### src/rtl/gcd_eng_pkg.sv
package gcd_eng_pkg;

  // Control phases of the engine.
  typedef enum logic [1:0] {
    ST_IDLE = 2'd0,
    ST_CALC = 2'd1,
    ST_DONE = 2'd2
  } gcd_state_e;

  // Subtracter build selection.
  localparam int SUB_BEHAV  = 0;
  localparam int SUB_RIPPLE = 1;

endpackage

### src/rtl/gcd_ripple_sub.sv
// Bit-level ripple-borrow subtracter: diff = a - b, borrow_o = (a < b).
module gcd_ripple_sub #(
  parameter int W = 16
) (
  input  logic [W-1:0] a,
  input  logic [W-1:0] b,
  output logic [W-1:0] diff,
  output logic         borrow_o
);
  logic [W:0] bw;

  assign bw[0] = 1'b0;

  for (genvar i = 0; i < W; i++) begin : g_bit
    logic prop;
    assign prop      = a[i] ^ b[i];
    assign diff[i]   = prop ^ bw[i];
    assign bw[i+1]   = (~a[i] & b[i]) | (~prop & bw[i]);
  end

  assign borrow_o = bw[W];
endmodule

### src/rtl/gcd_sub_pair.sv
// Forms both differences at once and derives the decision from borrows.
module gcd_sub_pair
  import gcd_eng_pkg::*;
#(
  parameter int W         = 16,
  parameter int SUB_STYLE = SUB_BEHAV
) (
  input  logic [W-1:0] x_q,
  input  logic [W-1:0] y_q,
  output logic [W-1:0] d_xy,
  output logic [W-1:0] d_yx,
  output logic         x_lt_y,
  output logic         x_eq_y
);
  logic bor_xy;
  logic bor_yx;

  if (SUB_STYLE == SUB_RIPPLE) begin : g_ripple
    gcd_ripple_sub #(.W(W)) u_sub_xy (
      .a(x_q), .b(y_q), .diff(d_xy), .borrow_o(bor_xy)
    );
    gcd_ripple_sub #(.W(W)) u_sub_yx (
      .a(y_q), .b(x_q), .diff(d_yx), .borrow_o(bor_yx)
    );
  end else begin : g_behav
    assign {bor_xy, d_xy} = {1'b0, x_q} - {1'b0, y_q};
    assign {bor_yx, d_yx} = {1'b0, y_q} - {1'b0, x_q};
  end

  // A borrow from x-y means x < y.
  assign x_lt_y = bor_xy;
  // Neither direction borrows only when the operands match.
  assign x_eq_y = ~bor_xy & ~bor_yx;
endmodule

### src/rtl/gcd_operand_regs.sv
// Working registers: loaded on request, one of them replaced per step.
module gcd_operand_regs #(
  parameter int W = 16
) (
  input  logic         clk,
  input  logic         rst,
  input  logic         load,
  input  logic         step_x,
  input  logic         step_y,
  input  logic [W-1:0] opa,
  input  logic [W-1:0] opb,
  input  logic [W-1:0] d_xy,
  input  logic [W-1:0] d_yx,
  output logic [W-1:0] x_q,
  output logic [W-1:0] y_q
);
  always_ff @(posedge clk) begin
    if (rst) begin
      x_q <= '0;
      y_q <= '0;
    end else if (load) begin
      x_q <= opa;
      y_q <= opb;
    end else if (step_x) begin
      x_q <= d_xy;
    end else if (step_y) begin
      y_q <= d_yx;
    end
  end
endmodule

### src/rtl/gcd_ctrl.sv
// Three-phase controller plus the result and ready registers.
module gcd_ctrl
  import gcd_eng_pkg::*;
#(
  parameter int W = 16
) (
  input  logic         clk,
  input  logic         rst,
  input  logic         start_n,
  input  logic         x_lt_y,
  input  logic         x_eq_y,
  input  logic [W-1:0] x_q,
  output logic         load,
  output logic         step_x,
  output logic         step_y,
  output logic [W-1:0] result,
  output logic         rdy,
  output gcd_state_e   state_q
);
  logic calc;

  assign calc   = (state_q == ST_CALC);
  assign load   = (state_q == ST_IDLE) && !start_n;
  assign step_x = calc && !x_eq_y && !x_lt_y;
  assign step_y = calc && !x_eq_y &&  x_lt_y;

  always_ff @(posedge clk) begin
    if (rst) begin
      state_q <= ST_IDLE;
      rdy     <= 1'b1;
      result  <= '0;
    end else begin
      case (state_q)
        ST_IDLE: begin
          if (!start_n) begin
            rdy     <= 1'b0;
            state_q <= ST_CALC;
          end
        end
        ST_CALC: begin
          if (x_eq_y) begin
            result  <= x_q;
            rdy     <= 1'b1;
            state_q <= ST_DONE;
          end
        end
        ST_DONE: state_q <= ST_IDLE;
        default: state_q <= ST_IDLE;
      endcase
    end
  end
endmodule

### src/rtl/gcd_sub_engine.sv
// Top level: subtractive GCD with speculative dual subtraction.
module gcd_sub_engine
  import gcd_eng_pkg::*;
#(
  parameter int W         = 16,
  parameter int SUB_STYLE = SUB_BEHAV
) (
  input  logic         clk,
  input  logic         rst,
  input  logic         start_n,
  input  logic [W-1:0] opa,
  input  logic [W-1:0] opb,
  output logic [W-1:0] result,
  output logic         rdy
);
  logic [W-1:0] x_q;
  logic [W-1:0] y_q;
  logic [W-1:0] d_xy;
  logic [W-1:0] d_yx;
  logic         x_lt_y;
  logic         x_eq_y;
  logic         load;
  logic         step_x;
  logic         step_y;
  gcd_state_e   state_q;

  gcd_sub_pair #(.W(W), .SUB_STYLE(SUB_STYLE)) u_pair (
    .x_q(x_q), .y_q(y_q), .d_xy(d_xy), .d_yx(d_yx),
    .x_lt_y(x_lt_y), .x_eq_y(x_eq_y)
  );

  gcd_operand_regs #(.W(W)) u_regs (
    .clk(clk), .rst(rst), .load(load), .step_x(step_x), .step_y(step_y),
    .opa(opa), .opb(opb), .d_xy(d_xy), .d_yx(d_yx),
    .x_q(x_q), .y_q(y_q)
  );

  gcd_ctrl #(.W(W)) u_ctrl (
    .clk(clk), .rst(rst), .start_n(start_n),
    .x_lt_y(x_lt_y), .x_eq_y(x_eq_y), .x_q(x_q),
    .load(load), .step_x(step_x), .step_y(step_y),
    .result(result), .rdy(rdy), .state_q(state_q)
  );
endmodule

### config.mk
export PLATFORM = sky130hd
export DESIGN_NAME = gcd_sub_engine
export DESIGN_NICKNAME = d
export VERILOG_FILES = /design/src/rtl/gcd_eng_pkg.sv /design/src/rtl/gcd_ripple_sub.sv /design/src/rtl/gcd_sub_pair.sv /design/src/rtl/gcd_operand_regs.sv /design/src/rtl/gcd_ctrl.sv /design/src/rtl/gcd_sub_engine.sv
export SDC_FILE = /design/constraint.sdc
export NUM_CORES = 1
export LEC_CHECK = 0
export CAP_MARGIN = 5
export CORE_MARGIN = 1.5
export CORE_UTILIZATION = 45
export CTS_BUF_LIST = sky130_fd_sc_hd__clkbuf_8 sky130_fd_sc_hd__clkbuf_16
export DETAILED_ROUTE_END_ITERATION = 8
export PLACE_DENSITY = 0.67
export RECOVER_POWER = 25
export SLEW_MARGIN = 20
export SYNTH_ARGS = -nofsm -noshare
export SYNTH_HDL_FRONTEND = slang
export SYNTH_SLANG_ARGS = --single-unit
### constraint.sdc
create_clock -name clk -period 2.69 [get_ports clk]
set_input_delay 0.538 -clock clk [delete_from_list [all_inputs] [get_ports clk]]
set_output_delay 0.538 -clock clk [all_outputs]
set_load 0.005 [all_outputs]
### Word-level counts from Yosys, hierarchy flattened

Index checks and enable logic that the tools add are counted.

* bits in registers: 51
* bits in latches: 0
* RAM bits: 0
* bits in read-only memories: 0
* bits of input ports: 35
* memories kept: 0

* add/subtract/negate cells: 2
* multiply operators: 0
* divide/modulo/power cells: 0
* order comparisons: 0
* eq/ne operators: 4
* shift operators: 0
* mux-type cells: 11
* bitwise operators: 3
* reduce and logical (&&, ||, !) cells: 15

Operators by type and width (count)
* 16-bit two-way mux: 5
* 16-bit by 16-bit subtractor with 17-bit output: 2
* 2-bit AND reduction: 3
* 2-bit nonzero test: 3
* 1-bit logical AND: 4
* 2-bit two-way mux: 2
* 2-bit != test (second input constant): 2
* 2-bit case mux with 2 select lines: 1
* 1-bit zero test: 3
* 3-bit AND reduction: 1
* 2-bit by 1-bit == test with 1-bit output (second input constant): 1
* 2-bit zero test: 1
* 1-bit two-way mux: 2
* 2-bit by 1-bit != test with 1-bit output (second input constant): 1
* 1-bit NOT: 2
* 1-bit case mux with 2 select lines: 1
* 1-bit AND: 1

### Logic depth before layout (Yosys ltp)

Gate-level depths: netlist (run 1).

* word-level depth: 9
* depth in mapped cells: 12

### Hierarchy

From an unflattened synthesis (run 1), not the netlist that was laid out.

* cells, all modules: 542
* area total of the unflattened synthesis: 4349.2 sq um

Modules (own cells, without submodules)
* gcd_sub_pair: times used 1, cells an instance 280, area an instance 1823.0 sq um, sequential area each 0.0 sq um
* gcd_operand_regs: times used 1, cells an instance 180, area an instance 1669.1 sq um, sequential area each 640.6 sq um
* gcd_ctrl: times used 1, cells an instance 82, area an instance 857.1 sq um, sequential area each 380.4 sq um

### Least setup slack after synthesis (run 1)

No wires, ideal clock.

* path kind: register to register
* start point: register u_regs.x_q[0]
* end point: register u_regs.x_q[7]
* setup time: 0.127 ns
* data arrival time: 2.302 ns
* path slack: 0.262 ns
* stages on the path, launching flop included: 13
* path buffers: 2
* cell sequence: dfxtp_1 inv_1 ha_1 fa_1 nand2b_1 a21oi_1 o211ai_2 nand2_1 nor3b_2 buf_6 buf_12 mux2i_1 o21ai_1

* cells in the longest elaborated chain, start to end: 7
* elaborated cells between the ends (all ways): 12
* classes of those cells: add/sub: 2; mux: 2; bitwise: 3; reduce/logical: 5

RTL lines
* from (decl): line gcd_operand_regs.sv:14 `output logic [W-1:0] x_q,`
* from (signal assigned): line gcd_operand_regs.sv:22 `x_q <= opa;`
* from (signal assigned): line gcd_operand_regs.sv:25 `x_q <= d_xy;`
* 16-bit by 16-bit subtractor with 17-bit output (on tied branches): line gcd_sub_pair.sv:26, gcd_sub_pair.sv:27
* 1-bit NOT: line gcd_sub_pair.sv:33 `assign x_eq_y = ~bor_xy & ~bor_yx;`
* 1-bit AND: line gcd_sub_pair.sv:33
* 1-bit zero test: line gcd_ctrl.sv:24 `assign step_x = calc && !x_eq_y && !x_lt_y;`
* 1-bit logical AND (2 in a row): line gcd_ctrl.sv:24
* 2-bit nonzero test (no line)

Parallel ways exist; a longest one is shown, timed or not. The select of a mux whose other input is x is not followed.
A chain may end at the register's enable or synchronous reset.

### Worst setup path in the final report (run 1)

* start point: register u_regs.x_q[0]
* end point: register u_regs.x_q[12]

Same word-level chain as after synthesis.

==> results.md, run 1 <==
- Congestion Overflow GR: 0
- Via density: 5.56
- Initial core utilization: 46.5%
- Hold path start: u_ctrl.result[6]$_SDFFE_PP0P_
- Met1 Use GR: 29.1%
- Max clock buf depth: 2
- Critical-path maximum fanout: 8
- Row count: 33
- CTS tree: done
- Part of the cycle the worst path needs: 96.7%
- Nets: 602
- Sequential fraction of the synthesis area: 26.6%
- Syn Area/Cell: 8.03 µm²
- Pins Over Slew Limit: 0
- GRT Util Overall: 23.6%
- Slew @ Worst Pin: 0.426 ns
- CP Capture Type: flop
- Iter 0 DRT Violations: 146
- Gate Count Post-Synth: 478
- Worst min path class: flop to flop
- Clk pin slew, worst setup/hold paths: 0.10 ns
- Overall Power: 5.57 mW
- Synth cell types: 62
- Routed vias: 3553
- Layout area overhead: 22.8%
- TritonCTS buffer count: 5
- Synth async-reset ratio: 0%
- Global-route wire length before repair: 16700 µm
- Synth Flop Type: dfxtp_1
- Hold Path Sink: u_ctrl.result[6]$_SDFFE_PP0P_
- Worst Setup Start Kind: flop
- Pre-CTS setup slack: 0.0470 ns
- Crit Path Category: flop to flop
- Lkg Pwr: 2.00 nW
- Fin Setup TNS: 0 ns
- Core ar.: 8260 µm²
- DRC: 0
- Dpl cell area: 4520 µm²
- Reg2reg setup slack: 0.09 ns
- GRT Max-Usage Layer: met2
- Worst skew pair latency: 0.31 ns
- Cts hold-fix bufs: 0
- Fmax achieved: 0.384 GHz
- Peak supply drop: 0.490 mV
- Max_cap viols: 0
- Hold Path Depth: 2
- Most frequent cells in the layout: nor2_1, dfxtp_1, nand2_1
- Clk_skew: 0.0124 ns
- Relative slew slack: 71.2%
- Reg2Reg Launch Point: u_regs.x_q[0]$_SDFFE_PP0P_
- Die height: 95.4 µm
- Initial antenna violation count: 0
- Routed WL per cell: 16.4 µm
- H-tree depth: 2
- Worst Path Required: 2.89 ns
- Mapped Nets: 547
- Die Area: 9090 µm²
- Routability Congestion: 0.947
- Root buffer cell: clkbuf_8
- Post-route ant nets: 0
- P per Cell Area: 1180 nW/µm²
- M2 GR Usage: 42.7%
- GRT met3 Usage: 2.71%
- Antenna cells: 0
- Share of cells above drive strength 1: 11.2%
- R2r worst-path depth: 11
- Final hold violation count: 0
- # setup viols final: 0
- Synth Register Bits: 51
- Boundary pin count: 52
- Crit path DAT: 2.80 ns
- Tmin final: 2.60 ns
- Status: completed
- Largest net degree at the start of global routing: 26
- Clock sink total: 51
- Mapped Area: 3840 µm²
- Post-CTS setup buffer count: 0
- Design area: 4720 µm²
- Yosys warns: 0
- DP Wirelength: 8160 µm
- Vias in the first global route: 3511
- PostCTS Resize Cnt: 0
- RR Endpoint: u_regs.x_q[12]$_SDFFE_PP0P_
- Final WL: 10500 µm
- Die W: 95.4 µm
- EDFF count, synth: 0
- First-pass DRT Iterations: 5
- # port buffers: 51
- Commonest non-fill, non-tap cell in the layout: nor2_1
- Final worst setup slack: 0.0877 ns
cell usage after synthesis, types with 2 or more instances:
library cell | n | area [µm²]
a21oi_1 | 38 | 190
nand2b_1 | 11 | 68.8
nor4_1 | 4 | 25.0
fa_1 | 2 | 40.0
nand3b_1 | 2 | 15.0
nor2b_1 | 3 | 18.8
buf_4 | 2 | 15.0
clkbuf_1 | 13 | 48.8
o21ai_2 | 2 | 17.5
dfxtp_1 | 51 | 1020
o31ai_1 | 2 | 15.0
buf_8 | 2 | 30.0
mux2i_1 | 29 | 290
o2111ai_1 | 2 | 17.5
nor3_1 | 9 | 45.0
buf_6 | 4 | 45.0
a211oi_1 | 2 | 15.0
a221o_1 | 2 | 20.0
o21a_1 | 3 | 22.5
a22o_1 | 2 | 17.5
o21bai_1 | 3 | 22.5
a311oi_1 | 6 | 52.6
o21ai_0 | 23 | 115
a32oi_1 | 4 | 35.0
xor2_1 | 11 | 96.3
nand2_2 | 3 | 18.8
and2_1 | 3 | 18.8
nand3_1 | 9 | 45.0
a221oi_2 | 2 | 30.0
or3_1 | 3 | 18.8
xnor2_1 | 12 | 105
o21ai_1 | 13 | 65.1
ha_1 | 32 | 400
buf_2 | 6 | 30.0
a21o_1 | 4 | 30.0
nor2_1 | 52 | 195
inv_1 | 35 | 131
nand2_1 | 42 | 158
o211ai_1 | 7 | 52.6
layout make-up:
class / instances / area (µm²)
Clock buffer: 5 / 68.8
Clock inverter: 3 / 43.8
Fill cell: 794 / 3540
Inverter: 35 / 131
Multi-Input combinational cell: 363 / 2540
Sequential cell: 51 / 1020
Tap cell: 105 / 131
Timing Repair Buffer: 77 / 773
kinds of logic after synthesis:
| group | after synthesis | share of synthesized area [%] |
|---|---|---|
| multiplexers | 29 | 7.56 |
| flip-flops | 51 | 26.6 |
| XOR/XNOR | 23 | 5.25 |
| buffers and inverters | 64 | 8.47 |
| AO/OA/AOI/OAI | 128 | 22.4 |
| AND/OR/NAND/NOR | 149 | 18.3 |
| adder cells (fa/ha/maj) | 34 | 11.5 |
where the power goes:
group | internal, mW | leakage (nW) | total [mW] | switching, mW
Clock | 0.278 | 0.0581 | 0.555 | 0.277
Sequential | 0.914 | 0.418 | 1.05 | 0.137
Combinational | 1.71 | 1.52 | 3.97 | 2.26
Total | 2.90 | 2.00 | 5.57 | 2.67
critical path: stages, from the launching register on:
cell and delay [ns]:
dfxtp_2 0.35, inv_1 0.06, ha_1 0.21, fa_1 0.41
nand2b_4 0.17, a21oi_2 0.19, o211ai_2 0.14, nand2_2 0.14
nor3b_4 0.32, clkbuf_16 0.23, mux2i_1 0.18, o21ai_0 0.09
state kept, by name, indices dropped and copies added, names as in the netlist:
register	count
u_ctrl.result	16
u_regs.x_q	16
u_regs.y_q	16
u_ctrl.state_q	2
u_ctrl.rdy	1
metal layers:
layer	part of all wire [%]	routed length [µm]	vias to the layer above
met3	4.8	506	14
met1	43	4530	1669
met2	50	5220	103
met5	0	0	-
met4	1.8	192	0
li1	-	-	1767
stage by stage:
step,hold slack (ns),util (%),instances
after floorplan,0.463,-,478
after global placement,0.459,54.8,630
after detailed placement,0.486,54.8,630
after CTS,0.509,56.2,638
after global routing,0.527,57.1,639
final,0.494,57.1,639
how the worst max path moves through the flow:
stage,start,end,slack [ns],cells after the start
3_3_place_gp,u_regs.y_q[11]$_SDFFE_PP0P_,u_regs.y_q[2]$_SDFFE_PP0P_,0.07,10
5_1_grt,u_regs.y_q[0]$_SDFFE_PP0P_,u_ctrl.result[9]$_SDFFE_PP0P_,-0.02,11
6_report,u_regs.x_q[0]$_SDFFE_PP0P_,u_regs.x_q[12]$_SDFFE_PP0P_,0.09,11
4_1_cts,u_regs.x_q[0]$_SDFFE_PP0P_,u_regs.x_q[0]$_SDFFE_PP0P_,0.02,11
3_5_place_dp,u_regs.x_q[0]$_SDFFE_PP0P_,u_regs.x_q[12]$_SDFFE_PP0P_,0.05,11
2_1_floorplan,u_regs.x_q[0]$_SDFFE_PP0P_,u_regs.x_q[7]$_SDFFE_PP0P_,0.26,12
No activity file was read; power rests on OpenSTA's default activity.
==> inputs of run 2 (changes only) <==
--- a/config.mk
+++ b/config.mk
@@ -10,8 +10,10 @@
 export CORE_UTILIZATION = 45
 export CTS_BUF_LIST = sky130_fd_sc_hd__clkbuf_8 sky130_fd_sc_hd__clkbuf_16
 export DETAILED_ROUTE_END_ITERATION = 8
+export MAX_ROUTING_LAYER = met4
 export PLACE_DENSITY = 0.67
 export RECOVER_POWER = 25
+export SETUP_SLACK_MARGIN = 0.5
 export SLEW_MARGIN = 20
 export SYNTH_ARGS = -nofsm -noshare
 export SYNTH_HDL_FRONTEND = slang
==> run 2 against run 1 <==
First-iteration DRC count is 32% higher. Clock power is 4.5% higher. Core utilization is 11 points higher. Critical path type unchanged.
==> results.md, run 2 (same netlist as run 1, synthesis figures left out) <==
- Routed WL per cell: 18.1 µm
- CP Cell Sequence: inv_2 > ha_4 > fa_2 > nand2b_4 > a21oi_4 > o211ai_4 > nand2_2 > nor3b_4 > buf_6 > mux2i_1 > a22o_1
- Post-route ant nets: 0
- Initial core utilization: 46.5%
- Most frequent cells in the layout: nor2_1, buf_4, nand2_1, clkdlybuf4s50_1, dfxtp_1
- Share of cells above drive strength 1: 33.2%
- Max_cap viols: 0
- Worst skew pair latency: 0.33 ns
- Critical-path maximum fanout: 6
- Fin Setup TNS: 0 ns
- Via density: 5.77
- Core ar.: 8260 µm²
- Global-route wire length before repair: 17800 µm
- Vias in the first global route: 3705
- First-pass DRT Iterations: 6
- Relative slew slack: 66.5%
- Routability Congestion: 0.962
- # port buffers: 51
- Pins Over Slew Limit: 0
- P per Cell Area: 1290 nW/µm²
- Clk pin slew, worst setup/hold paths: 0.11 ns
- Final worst setup slack: 0.306 ns
- Top Family by Delay on Critical Path: simple AND/OR/NAND/NOR gates
- Fmax achieved: 0.419 GHz
- Worst path slowest cell: fa_2
- H-tree depth: 2
- Die Area: 9090 µm²
- RSZ-0062 raised after global routing: yes
- Row count: 33
- Die W: 95.4 µm
- Lkg Pwr: 2.24 nW
- DRC: 0
- Root buffer cell: clkbuf_8
- TritonCTS buffer count: 5
- Congestion Overflow GR: 0
- CTS tree: done
- Clk_skew: 0.0249 ns
- Antenna cells: 0
- Boundary pin count: 52
- DP Wirelength: 8200 µm
- WP buf/inv: 2
- Nets: 637
- Non-Filler Instances: 674
- Routed vias: 3887
- Tmin final: 2.38 ns
- Largest net degree at the start of global routing: 21
- Crit Path Category: flop to flop
- Max incr delay on CP: 0.37 ns
- Worst Setup Start Kind: flop
- Final hold violation count: 0
- Commonest non-fill, non-tap cell in the layout: nor2_1
- Iter 0 DRT Violations: 192
- Max clock buf depth: 2
- Die height: 95.4 µm
- Pre-CTS setup slack: 0.136 ns
- Largest registers: u_ctrl.result: 16 flops, u_regs.x_q: 16 flops, u_regs.y_q: 16 flops
- # setup viols final: 0
- GRT Util Overall: 26.2%
- Part of the cycle the worst path needs: 88.6%
- Initial antenna violation count: 0
- Crit path DAT: 2.63 ns
- Status: completed
- Final WL: 12200 µm
- Post-placement cell count: 627
- Worst Path Required: 2.94 ns
- Slew @ Worst Pin: 0.501 ns
- Clock sink total: 51
- Peak supply drop: 0.648 mV
- CP Capture Type: flop
- Layout area overhead: 45.7%
- Worst min path class: flop to flop
-- run 2: cell types whose count changed in the layout (fill, tap and decap cells not counted), moves of 9 or more --
cell     previous run  this run
buf_4              21        44
dfxtp_1            50        32
ha_1               29        12
a21oi_1            36        22
dfxtp_2             1        15
ha_4                1        14
buf_6               0        12
o21ai_0            23        12
a21oi_2             2        11
-- run 2: path summary, 6_finish.rpt --
path | end | startpoint | slack [ns] | cells after the start
setup / recovery | u_regs.x_q[0]$_SDFFE_PP0P_ | u_regs.x_q[0]$_SDFFE_PP0P_ | 0.31 | 11
hold / removal | u_ctrl.rdy$_SDFFE_PP1P_ | u_ctrl.rdy$_SDFFE_PP1P_ | 0.50 | 2
setup reg to reg | u_regs.x_q[0]$_SDFFE_PP0P_ | u_regs.x_q[0]$_SDFFE_PP0P_ | 0.31 | 11
hold reg to reg | u_ctrl.rdy$_SDFFE_PP1P_ | u_ctrl.rdy$_SDFFE_PP1P_ | 0.50 | 2
-- run 2: tightest hold or removal path: stages (launching register included) --
cell and delay, ns:
dfxtp_1 0.35, a21oi_1 0.07, nand2_1 0.06
-- run 2: final cells by class --
cell class	count	area (µm²)
multi-input cells	363	3100
clock buffers	5	68.8
flip-flops and latches	51	1050
clock inverters	3	46.3
fillers	643	2660
repair buffers	112	1060
inverters	35	134
well taps	105	131
-- run 2: layer usage --
metal / routed length [µm] / part of all wire (%) / global-route usage (%) / vias to the layer above
li1: - / - / - / 1838
met1: 4980 / 41 / 30.6 / 1842
met5: 0 / 0 / - / -
met4: 516 / 4.2 / 9.83 / 0
met2: 6050 / 50 / 45.9 / 162
met3: 620 / 5.1 / 3.03 / 45
-- run 2: timing repair --
action,CTS,global route
pin swaps,29,41
hold buffers,0,0
gates cloned,1,1
setup endpoints to repair,49,50
resized for setup,75,81
buffers inserted,18,19
-- run 2: power breakdown --
group / total, mW / leakage [nW] / switching [mW] / internal (mW)
clock network: 0.580 / 0.0548 / 0.299 / 0.281
registers: 1.10 / 0.426 / 0.163 / 0.934
logic: 5.56 / 1.76 / 3.00 / 2.56
-- run 2: metrics by stage --
step | util (%) | power [mW] | hold slack [ns] | instance area [µm²]
5_1_grt | 67.7 | 7.65 | 0.523 | 5590
2_1_floorplan | - | 3.96 | 0.463 | 3910
3_3_place_gp | 54.8 | 4.80 | 0.456 | 4530
4_1_cts | 61.1 | 6.17 | 0.507 | 5040
6_report | 67.7 | 7.24 | 0.499 | 5590
3_5_place_dp | 54.8 | 4.84 | 0.481 | 4530
==> inputs of run 3 (changes only) <==
--- a/config.mk
+++ b/config.mk
@@ -18,3 +18,4 @@
 export SYNTH_ARGS = -nofsm -noshare
 export SYNTH_HDL_FRONTEND = slang
 export SYNTH_SLANG_ARGS = --single-unit
+export TNS_END_PERCENT = 10
==> run 3 against run 2 <==
First-iteration DRC count down 27%. Sequential power is essentially flat. Clock skew down 0.0071 ns. Hold slack got worse by 0.012 ns. Routed wire length down 4.5%. Non-clock buffer count is 9 lower. Largest cell class unchanged.
==> results.md, run 3 (same netlist as run 1, synthesis figures left out) <==
- Root buffer cell: clkbuf_8
- Worst min path class: flop to flop
- Die W: 95.4 µm
- # setup viols final: 0
- Congestion Overflow GR: 0
- Max_cap viols: 0
- Peak supply drop: 0.527 mV
- P_int: 3.44 mW
- Largest net degree at the start of global routing: 21
- Fin Setup TNS: 0 ns
- Post-route ant nets: 0
- Final hold violation count: 0
- CP Capture Type: flop
- Relative slew slack: 68.6%
- Comb pwr share: 74.2%
- Core ar.: 8260 µm²
- Slew @ Worst Pin: 0.465 ns
- Iter 0 DRT Violations: 140
- Status: completed
- Crit Path Category: flop to flop
- Crit path DAT: 2.65 ns
- Layout area overhead: 37.5%
- Nets: 628
- Share of cells above drive strength 1: 26.6%
- Pre-CTS setup slack: 0.124 ns
- Worst skew pair latency: 0.32 ns
- Sequential share of power: 17.1%
- Routed vias: 3735
- Final worst setup slack: 0.289 ns
- First-pass DRT Iterations: 4
- Part of the cycle the worst path needs: 89.3%
- Largest registers: u_ctrl.result: 16 flops, u_regs.x_q: 16 flops, u_regs.y_q: 16 flops
- Pins Over Slew Limit: 0
- Final WL: 11600 µm
- R2r worst-path depth: 11
- TritonCTS buffer count: 5
- Initial core utilization: 46.5%
- DP Wirelength: 8020 µm
- Clk network pwr share: 8.8%
- Commonest non-fill, non-tap cell in the layout: nor2_1
- H-tree depth: 2
- P per Cell Area: 1230 nW/µm²
- Global-route wire length before repair: 17500 µm
- Most frequent cells in the layout: nor2_1, buf_4, nand2_1
- Vias in the first global route: 3531
- Hold Path Depth: 2
- Clock sink total: 51
- Die height: 95.4 µm
- CTS tree: done
- Overall Power: 6.49 mW
- Initial antenna violation count: 0
- # port buffers: 51
- Worst Path Required: 2.93 ns
- Clk pin slew, worst setup/hold paths: 0.10 ns
- Routability Congestion: 0.982
- Switching part of the total power: 46.9%
- Fmax achieved: 0.416 GHz
- Min Hold Slack: 0.487 ns
- Routed WL per cell: 17.5 µm
- Die Area: 9090 µm²
- Switching pwr: 3.04 mW
- Critical-path maximum fanout: 6
- RSZ-0062 raised after global routing: yes
- Boundary pin count: 52
- DRC: 0
- GRT Util Overall: 25.8%
- Via density: 5.62
- Worst Setup Start Kind: flop
- Row count: 33
- Lkg Pwr: 2.17 nW
- Max clock buf depth: 2
- Antenna cells: 0
- Clk_skew: 0.0179 ns
- Tmin final: 2.40 ns
==> run 3: cell types whose count changed in the layout (fill, tap and decap cells not counted), sizes merged <==
cell / before / now
buf: 59 / 51
clkinvlp: 1 / 0
inv: 36 / 35
clkinv: 0 / 2
bufbuf: 0 / 1
clkbuf: 7 / 5
==> run 3: timing repair <==
item	4_1_cts	5_1_grt
endpoints found under the setup margin	50	50
buffers inserted	21	11
pin swaps	22	18
hold buffers	0	0
resized for setup	74	30
endpoints found under the hold margin	0	0
cloned	2	0
==> run 3: area by class of cell <==
class	count	area, µm²
Tap cell	105	131
Fill cell	715	2980
Inverter	35	139
Clock inverter	3	43.8
Clock buffer	5	68.8
Sequential cell	51	1060
Timing Repair Buffer	103	970
Multi-Input combinational cell	363	2860
==> run 3: path summary, 6_finish.rpt <==
path	startpoint	to	slack, ns
worst min-delay path	u_ctrl.rdy$_SDFFE_PP1P_	u_ctrl.rdy$_SDFFE_PP1P_	0.49
worst min register to register	u_ctrl.rdy$_SDFFE_PP1P_	u_ctrl.rdy$_SDFFE_PP1P_	0.49
worst max-delay path	u_regs.x_q[0]$_SDFFE_PP0P_	u_regs.x_q[1]$_SDFFE_PP0P_	0.29
worst max register to register	u_regs.x_q[0]$_SDFFE_PP0P_	u_regs.x_q[1]$_SDFFE_PP0P_	0.29
==> run 3: power groups by stage <==
stage	sequential (mW)	combinational, mW	clock (mW)
after floorplan	1.03	2.93	0
after global placement	1.07	3.71	0
after global routing	1.13	5.19	0.608
after CTS	1.09	4.41	0.580
after detailed placement	1.07	3.73	0
final	1.11	4.81	0.568
==> run 3: through the flow <==
| stage | cells | util, % | area, µm² |
|---|---|---|---|
| floorplan | 478 | - | 3900 |
| global placement | 623 | 54.4 | 4490 |
| detailed placement | 623 | 54.4 | 4490 |
| CTS | 654 | 61.2 | 5050 |
| global route | 665 | 63.9 | 5280 |
| finish | 665 | 63.9 | 5280 |
==> run 3: routing by layer <==
layer,GRT usage (%),wire (µm),vias to the layer above
li1,-,-,1830
met3,3.91,433,28
met5,-,0,-
met4,9.58,392,0
met1,30.1,5020,1769
met2,44.3,5780,108
==> run 3: worst max-delay path: stages, from the launching register on <==
cell and delay (ns):
dfxtp_4 0.39, inv_4 0.04, ha_4 0.16, fa_2 0.34, nand2b_4 0.16, a21oi_4 0.18
o211ai_4 0.11, nand2_2 0.10, nor3b_4 0.29, buf_6 0.19, mux2i_1 0.22, a22o_1 0.16
